--- config.mk ---
export PLATFORM = sky130hd
export DESIGN_NAME = data_tenure_seq
export DESIGN_NICKNAME = d
export VERILOG_FILES = /design/src/rtl/dts_pkg.sv /design/src/rtl/dts_beat_ctr.sv /design/src/rtl/dts_rd_capture.sv /design/src/rtl/data_tenure_seq.sv
export SDC_FILE = /design/constraint.sdc
export NUM_CORES = 1
export LEC_CHECK = 0
export BUFFER_PORTS_ARGS = -buffer_cell sky130_fd_sc_hd__buf_2
export CAP_MARGIN = 40
export CORE_AREA = 2 2 127 129
export CTS_CLUSTER_DIAMETER = 50
export DETAILED_ROUTE_END_ITERATION = 16
export DIE_AREA = 0 0 129 131
export PLACE_DENSITY = 0.71
export SYNTH_ARGS = -nofsm -noshare
export SYNTH_HDL_FRONTEND = slang
export SYNTH_SLANG_ARGS = --single-unit
--- constraint.sdc ---
create_clock -name clk -period 3.56 [get_ports clk]
set_input_delay 0.178 -clock clk [delete_from_list [all_inputs] [get_ports clk]]
set_output_delay 0.178 -clock clk [all_outputs]
set_load 0.02 [all_outputs]
--- src/rtl/dts_pkg.sv ---
package dts_pkg;
  typedef enum logic [1:0] {
    ST_IDLE = 2'd0,
    ST_DATA = 2'd1,
    ST_TAIL = 2'd2
  } tenure_st_e;
endpackage

--- src/rtl/dts_beat_ctr.sv ---
module dts_beat_ctr #(
  parameter int NBEATS = 4,
  localparam int BW = $clog2(NBEATS)
) (
  input  logic          clk,
  input  logic          rst_n,
  input  logic          clr,
  input  logic          adv,
  input  logic          burst,
  output logic [BW-1:0] cnt,
  output logic          last
);
  logic [BW-1:0] cnt_d;

  always_comb begin
    cnt_d = cnt;
    if (clr)      cnt_d = '0;
    else if (adv) cnt_d = cnt + 1'b1;
  end

  always_ff @(posedge clk or negedge rst_n) begin
    if (!rst_n) cnt <= '0;
    else        cnt <= cnt_d;
  end

  assign last = burst ? (cnt == BW'(NBEATS - 1)) : (cnt == '0);
endmodule

--- src/rtl/dts_rd_capture.sv ---
module dts_rd_capture #(
  parameter int DATA_W = 32,
  parameter int NBEATS = 4,
  localparam int BW = $clog2(NBEATS)
) (
  input  logic                     clk,
  input  logic                     rst_n,
  input  logic                     wen,
  input  logic [BW-1:0]            idx,
  input  logic [DATA_W-1:0]        din,
  output logic [NBEATS*DATA_W-1:0] dout
);
  for (genvar g = 0; g < NBEATS; g++) begin : g_slot
    logic en;
    assign en = wen && (idx == BW'(g));
    always_ff @(posedge clk or negedge rst_n) begin
      if (!rst_n)  dout[g*DATA_W +: DATA_W] <= '0;
      else if (en) dout[g*DATA_W +: DATA_W] <= din;
    end
  end
endmodule

--- src/rtl/data_tenure_seq.sv ---
module data_tenure_seq
  import dts_pkg::*;
#(
  parameter int DATA_W = 32,
  parameter int NBEATS = 4,
  localparam int BW = $clog2(NBEATS),
  localparam int VW = NBEATS * DATA_W
) (
  input  logic              clk,
  input  logic              rst_n,
  input  logic              req_valid,
  input  logic              req_write,
  input  logic              req_burst,
  input  logic [VW-1:0]     req_wdata,
  input  logic              aack,
  input  logic              ta,
  input  logic              tea,
  input  logic [DATA_W-1:0] data_in,
  output logic              dbb,
  output logic              data_oe,
  output logic [DATA_W-1:0] data_out,
  output logic [VW-1:0]     rd_data,
  output logic              done,
  output logic              error
);
  tenure_st_e    st_q, st_d;
  logic          wr_q, wr_d, burst_q, burst_d;
  logic          done_d, err_d;
  logic          start, adv, last, cap_en;
  logic [BW-1:0] beat;

  always_comb begin
    st_d    = st_q;
    wr_d    = wr_q;
    burst_d = burst_q;
    done_d  = 1'b0;
    err_d   = error;
    start   = 1'b0;
    adv     = 1'b0;
    cap_en  = 1'b0;
    unique case (st_q)
      ST_IDLE: begin
        if (req_valid && aack) begin
          start   = 1'b1;
          st_d    = ST_DATA;
          wr_d    = req_write;
          burst_d = req_burst;
          err_d   = 1'b0;
        end
      end
      ST_DATA: begin
        if (tea) begin
          st_d   = ST_IDLE;
          done_d = 1'b1;
          err_d  = 1'b1;
        end else if (ta) begin
          adv    = !last;
          cap_en = !wr_q;
          if (last) begin
            if (wr_q) begin
              st_d   = ST_IDLE;
              done_d = 1'b1;
            end else begin
              st_d = ST_TAIL;
            end
          end
        end
      end
      ST_TAIL: begin
        st_d   = ST_IDLE;
        done_d = 1'b1;
        if (tea) err_d = 1'b1;
      end
      default: st_d = ST_IDLE;
    endcase
  end

  always_ff @(posedge clk or negedge rst_n) begin
    if (!rst_n) begin
      st_q    <= ST_IDLE;
      wr_q    <= 1'b0;
      burst_q <= 1'b0;
      done    <= 1'b0;
      error   <= 1'b0;
    end else begin
      st_q    <= st_d;
      wr_q    <= wr_d;
      burst_q <= burst_d;
      done    <= done_d;
      error   <= err_d;
    end
  end

  dts_beat_ctr #(.NBEATS(NBEATS)) u_ctr (
    .clk  (clk),
    .rst_n(rst_n),
    .clr  (start),
    .adv  (adv),
    .burst(burst_q),
    .cnt  (beat),
    .last (last)
  );

  dts_rd_capture #(.DATA_W(DATA_W), .NBEATS(NBEATS)) u_cap (
    .clk  (clk),
    .rst_n(rst_n),
    .wen  (cap_en),
    .idx  (beat),
    .din  (data_in),
    .dout (rd_data)
  );

  assign dbb      = (st_q == ST_DATA);
  assign data_oe  = dbb && wr_q;
  assign data_out = req_wdata[beat*DATA_W +: DATA_W];
endmodule

-- Word-level counts from Yosys, hierarchy flattened
Cells that the tools add are included.
- register bits: 136
- input port bits: 168
- output and inout bits: 164
- logic and storage cells: 62
- $add $sub $neg: 1
- equality and inequality tests: 9
- shifts and indexed selects: 1
- mux-type cells: 25
- reduce and logical (&&, ||, !) cells: 16
- operator list (operator ; count):
    $shiftx 128x8->32 ; 1
    $mux 1 ; 15
    $mux 2 ; 7
    $eq 2x2->1 const B ; 3
    $logic_and 1x1->1 ; 6
    $reduce_and 3->1 ; 2
    $eq 2x1->1 const B ; 2
    $logic_not 2->1 ; 2
    $pmux 1 s2 ; 2
    $pmux 2 s2 ; 1
    $reduce_bool 2->1 ; 2
    $ne 3x2->1 const B ; 1
    $ne 3x3->1 const B ; 1
    $add 2x1->2 const B ; 1
    $logic_not 1->1 ; 2
    $ne 2x1->1 const B ; 1
    $ne 2x2->1 const B ; 1
    $reduce_and 2->1 ; 1
    $reduce_or 2->1 ; 1

-- Logic depth before layout (Yosys ltp)
- depth after elaboration: 8
- mapped depth: 7
- depth with buffers taken out: 5

-- Cells and area by module
Synthesis repeated with hierarchy kept, for this count alone.
- cells, all modules: 356
- area, all modules: 6027.0 um2
- by module, submodules not included (module ; instances ; cells an instance ; area an instance (um2) ; seq. area each (um2)):
    dts_rd_capture ; 1 ; 272 ; 4744.6 ; 3203.1
    data_tenure_seq ; 1 ; 73 ; 1158.6 ; 150.1
    dts_beat_ctr ; 1 ; 11 ; 123.9 ; 50.0

-- Worst setup path before layout
Ideal clock, no wire load.
- path kind: register to register
- start: register u_ctr.cnt[1]
- end: register u_ctr.cnt[0]
- setup time: 0.077 ns
- arrival: 2.143 ns
- data required time: 3.483 ns
- setup slack: 1.340 ns
- cell stages (with the launch flop): 8
- path buffers: 2
- period minus slack after synthesis: 2.220 ns
- path through: dfrtp_1 clkbuf_1 clkbuf_1 inv_1 ha_1 mux2_2 or4_1 a21oi_1
- cells in the longest elaborated chain, start to end: 7
- elaborated cells between the ends (all ways): 8
- classes of those cells: eq/ne (1); mux (4); reduce/logical (3)
- RTL lines (item ; RTL line ; RTL):
    start: declaration ; dts_beat_ctr.sv:10 ; output logic [BW-1:0] cnt,
    start signal: assignment ; dts_beat_ctr.sv:23 ; else cnt <= cnt_d;
    $eq 2x2->1 or $logic_not 2->1 (tied branches) ; dts_beat_ctr.sv:26 ; assign last = burst ? (cnt == BW'(NBEATS - 1)) : (cnt == '0);
    $mux 1 (*) ; dts_beat_ctr.sv:26 ;
    $logic_not 1->1 (*) ; data_tenure_seq.sv:57 ; adv = !last;
    $mux 1 (*) ; data_tenure_seq.sv:56 ; end else if (ta) begin
    $mux 1 (*) ; data_tenure_seq.sv:52 ; if (tea) begin
    $mux 1 (*) ; data_tenure_seq.sv:41 ; unique case (st_q)
    $reduce_bool 2->1 (no line) (*) ; n/a ;
Mark *: on every way between the ends. The rest lies on a longest branch, timed or not.
A chain may end at the register's enable or synchronous reset.

-- Worst setup path in the final report
- start: register u_ctr.cnt[0]
- end: output data_out[0]
- cells in the longest elaborated chain, start to end: 1
- RTL lines (item ; RTL line ; RTL):
    $shiftx 128x8->32 ; data_tenure_seq.sv:115 ; assign data_out = req_wdata[beat*DATA_W +: DATA_W];
    end: declaration ; data_tenure_seq.sv:21 ; output logic [DATA_W-1:0] data_out,
Every way passes these cells.

==> metrics.txt <==
status finished, final reports clean; final worst setup slack 1.10 ns; Final Power 7710 uW; FF-to-FF path depth 5; crit-path max FO 19; top cell type's share of synthesized area 0.555; sequential fraction of the synthesis area 0.555; Hold WC Path Type input port to flop; share of layout cells above drive strength 1 0.740; slowest stage cell, crit path dfrtp_2; max cap viols 0; initial core utilization 0.393; sequential power share 0.331; CP Launch Type flop; mapped cell area 0.00613 sq mm; crit-path max cell delay slightly below 0.7 ns; total track usage 0.223; clock skew between 0.009 and 0.01 ns; Slew Limit Fails 0; final hold violations 0; crit path cell chain buf_4 > mux4_2 > buf_2; P_int 4770 uW; num rows 46; Tmin final 2.46 ns; Routed WL 19.1 mm; leakage around 0.0047 uW; P per Cell Area 896 mW/mm^2; Max IR drop VDD 0.514 mV; final period utilization 0.692; Core Area ~0.016 sq mm; internal reg-to-reg setup slack 1.40 ns; Switching Share 0.381; number of clock sinks roughly 140; beginning of the critical path u_ctr.cnt[0]$_DFFE_PN0P_; clock slew at reported path FFs about 0.06 ns; Yosys top cell by area dfrtp_1; Seq cells post-synth 136; post-placement setup slack 1.41 ns; worst hold path startpoint data_in[3]; RR Endpoint u_ctr.cnt[1]$_DFFE_PN0P_; Final nets about 900; R2R Path Start u_ctr.cnt[0]$_DFFE_PN0P_; Finish-stage setup viols 0; Combinational Power Share 0.438; drt initial violations around 120; Critical Path RT 3.38 ns; Top Ports 332; Clock Tree Buf Depth 2; Layout area overhead 40.4%; Avg WL per Cell 20.4 microns; die area 0.0169 sq mm; number of enable flip-flop cells after synthesis 0; CTS tree done; postcts setup bufs 0; WHS Path Cells 2; initial antenna violation count 9; relative slew slack 0.641; # DRC 0; arrival time at the worst endpoint 2.29 ns; Root Driver clkbuf_16; H-tree depth 4; Max Clock Freq 0.406 GHz; Final ANT Viol Nets 0; RSZ-0062 raised after global routing no; post-synth cell types 27; vias post-DR 4716; Sw Pwr 2940 uW; Mapped Nets 539; largest net degree at the start of global routing 68; clock network power share 0.231; Hold EP u_cap.dout[99]$_DFFE_PN0P_; crit end category primary output; ys flop type dfrtp_1; Clk Latency, worst-skew pair roughly 0.42 ns; hpwl dp 14.8 mm; die extent in x 129 microns; yosys warns 0; gate count after technology mapping 362; Crit Path Class flop to primary output; DRT Pass-1 Iters 6; GR Overflow Total 0; synth cell count leaders 136 x dfrtp_1, 124 x mux2_2, 32 x mux4_2, 13 x buf_6, 9 x ha_1; CTS buffer count 17; Final TNS setup 0 ns; Die H 131 microns; port buffer count between 300 and 400; synthesized area per cell 16.9 sq um; fraction of registers with async set/reset 1.00; Synth area leaders dfrtp_1 55%, mux2_2 23%, mux4_2 12%; transition time of the tightest slew-check pin 0.538 ns; first-pass GRT wire length 27.5 mm; number of global-route vias before repair 4958; gp weighted congestion 0.905; most numerous cell in the Yosys netlist dfrtp_1; Via density approximately 5
## logic make-up after synthesis
logic type / after synthesis / share of synthesized area
mux: 165 / 0.362
compound gates: 10 / 0.0120
fa+ha+maj: 9 / 0.0184
simple gates: 16 / 0.0204
flops: 136 / 0.555
buf+inv: 26 / 0.0326
## state kept, by name, summed over array words and instances (netlist names)
register    cells
wr_q            1
u_ctr.cnt       2
u_cap.dout    128
st_q            2
done            1
error           1
burst_q         1
## worst max-delay path, delay by kind of cell (launching register included)
family / cells / cell delay, ns
multiplexers: 1 / 0.56
buffers and inverters: 2 / 0.61
flip-flops: 1 / 0.69
## repair_timing
item / in CTS / in global routing
endpoints found under the hold margin: 73 / 0
gates resized for setup: 0 / 0
hold buffers: 5 / 0
setup endpoints to repair: 0 / 0
## layer usage
layer / vias up / GRT usage / routed length, microns
li1: 2032 / - / -
met1: 2382 / 0.227 / 6670
met2: 253 / 0.397 / 10000
met3: 45 / 0.0822 / 1620
met4: 4 / 0.126 / 711
met5: - / 0 / 24
## metrics by stage
stage                     hold slack [ns]   util  instances  instance area [sq um]
after floorplan                    -0.118      -        362                   6130
after global placement              0.344  0.508        891                   7920
after detailed placement         -0.00932  0.509        892                   7940
after CTS                         0.00417  0.551        928                   8600
after global routing               0.0169  0.552        932                   8610
final                              0.0272  0.552        933                   8610
## final cells by class
cell class                      count  area, sq um
Clock inverter                     11          146
Inverter                            5         18.8
Fill cell                        1285         6990
Timing Repair Buffer              340         1770
Antenna cell                        5         12.5
Clock buffer                       20          457
Multi-Input combinational cell    200         2530
Sequential cell                   136         3400
Tap cell                          216          270
## how the worst max path moves through the flow
stage | endpoint | slack, ns | depth (start not counted)
2_1_floorplan | u_ctr.cnt[0]$_DFFE_PN0P_ | 1.34 | 7
3_3_place_gp | u_ctr.cnt[0]$_DFFE_PN0P_ | 1.45 | 5
3_5_place_dp | u_ctr.cnt[1]$_DFFE_PN0P_ | 1.41 | 5
4_1_cts | data_out[0] | 1.03 | 3
5_1_grt | data_out[0] | 0.95 | 3
6_report | data_out[0] | 1.10 | 3
## cell usage in the layout, fill, tap and decap left out, types with 4 or more instances in the layout
cell type / n
buf_2: 330
dfrtp_1: 135
mux2_2: 124
mux4_2: 32
clkbuf_16: 17
ha_1: 9
mux2_1: 8
diode_2: 5
inv_1: 5
dlygate4sd3_1: 5
nand2_4: 4
## power groups by stage
| stage | logic (uW) | registers [uW] | clock network (uW) |
|---|---|---|---|
| after floorplan | 1520 | 3250 | 0 |
| after global placement | 3330 | 2520 | 0 |
| after detailed placement | 3410 | 2570 | 0 |
| after CTS | 3420 | 2550 | 1820 |
| after global routing | 3590 | 2640 | 1890 |
| final | 3380 | 2550 | 1780 |
(Power assumes the default switching activity.)
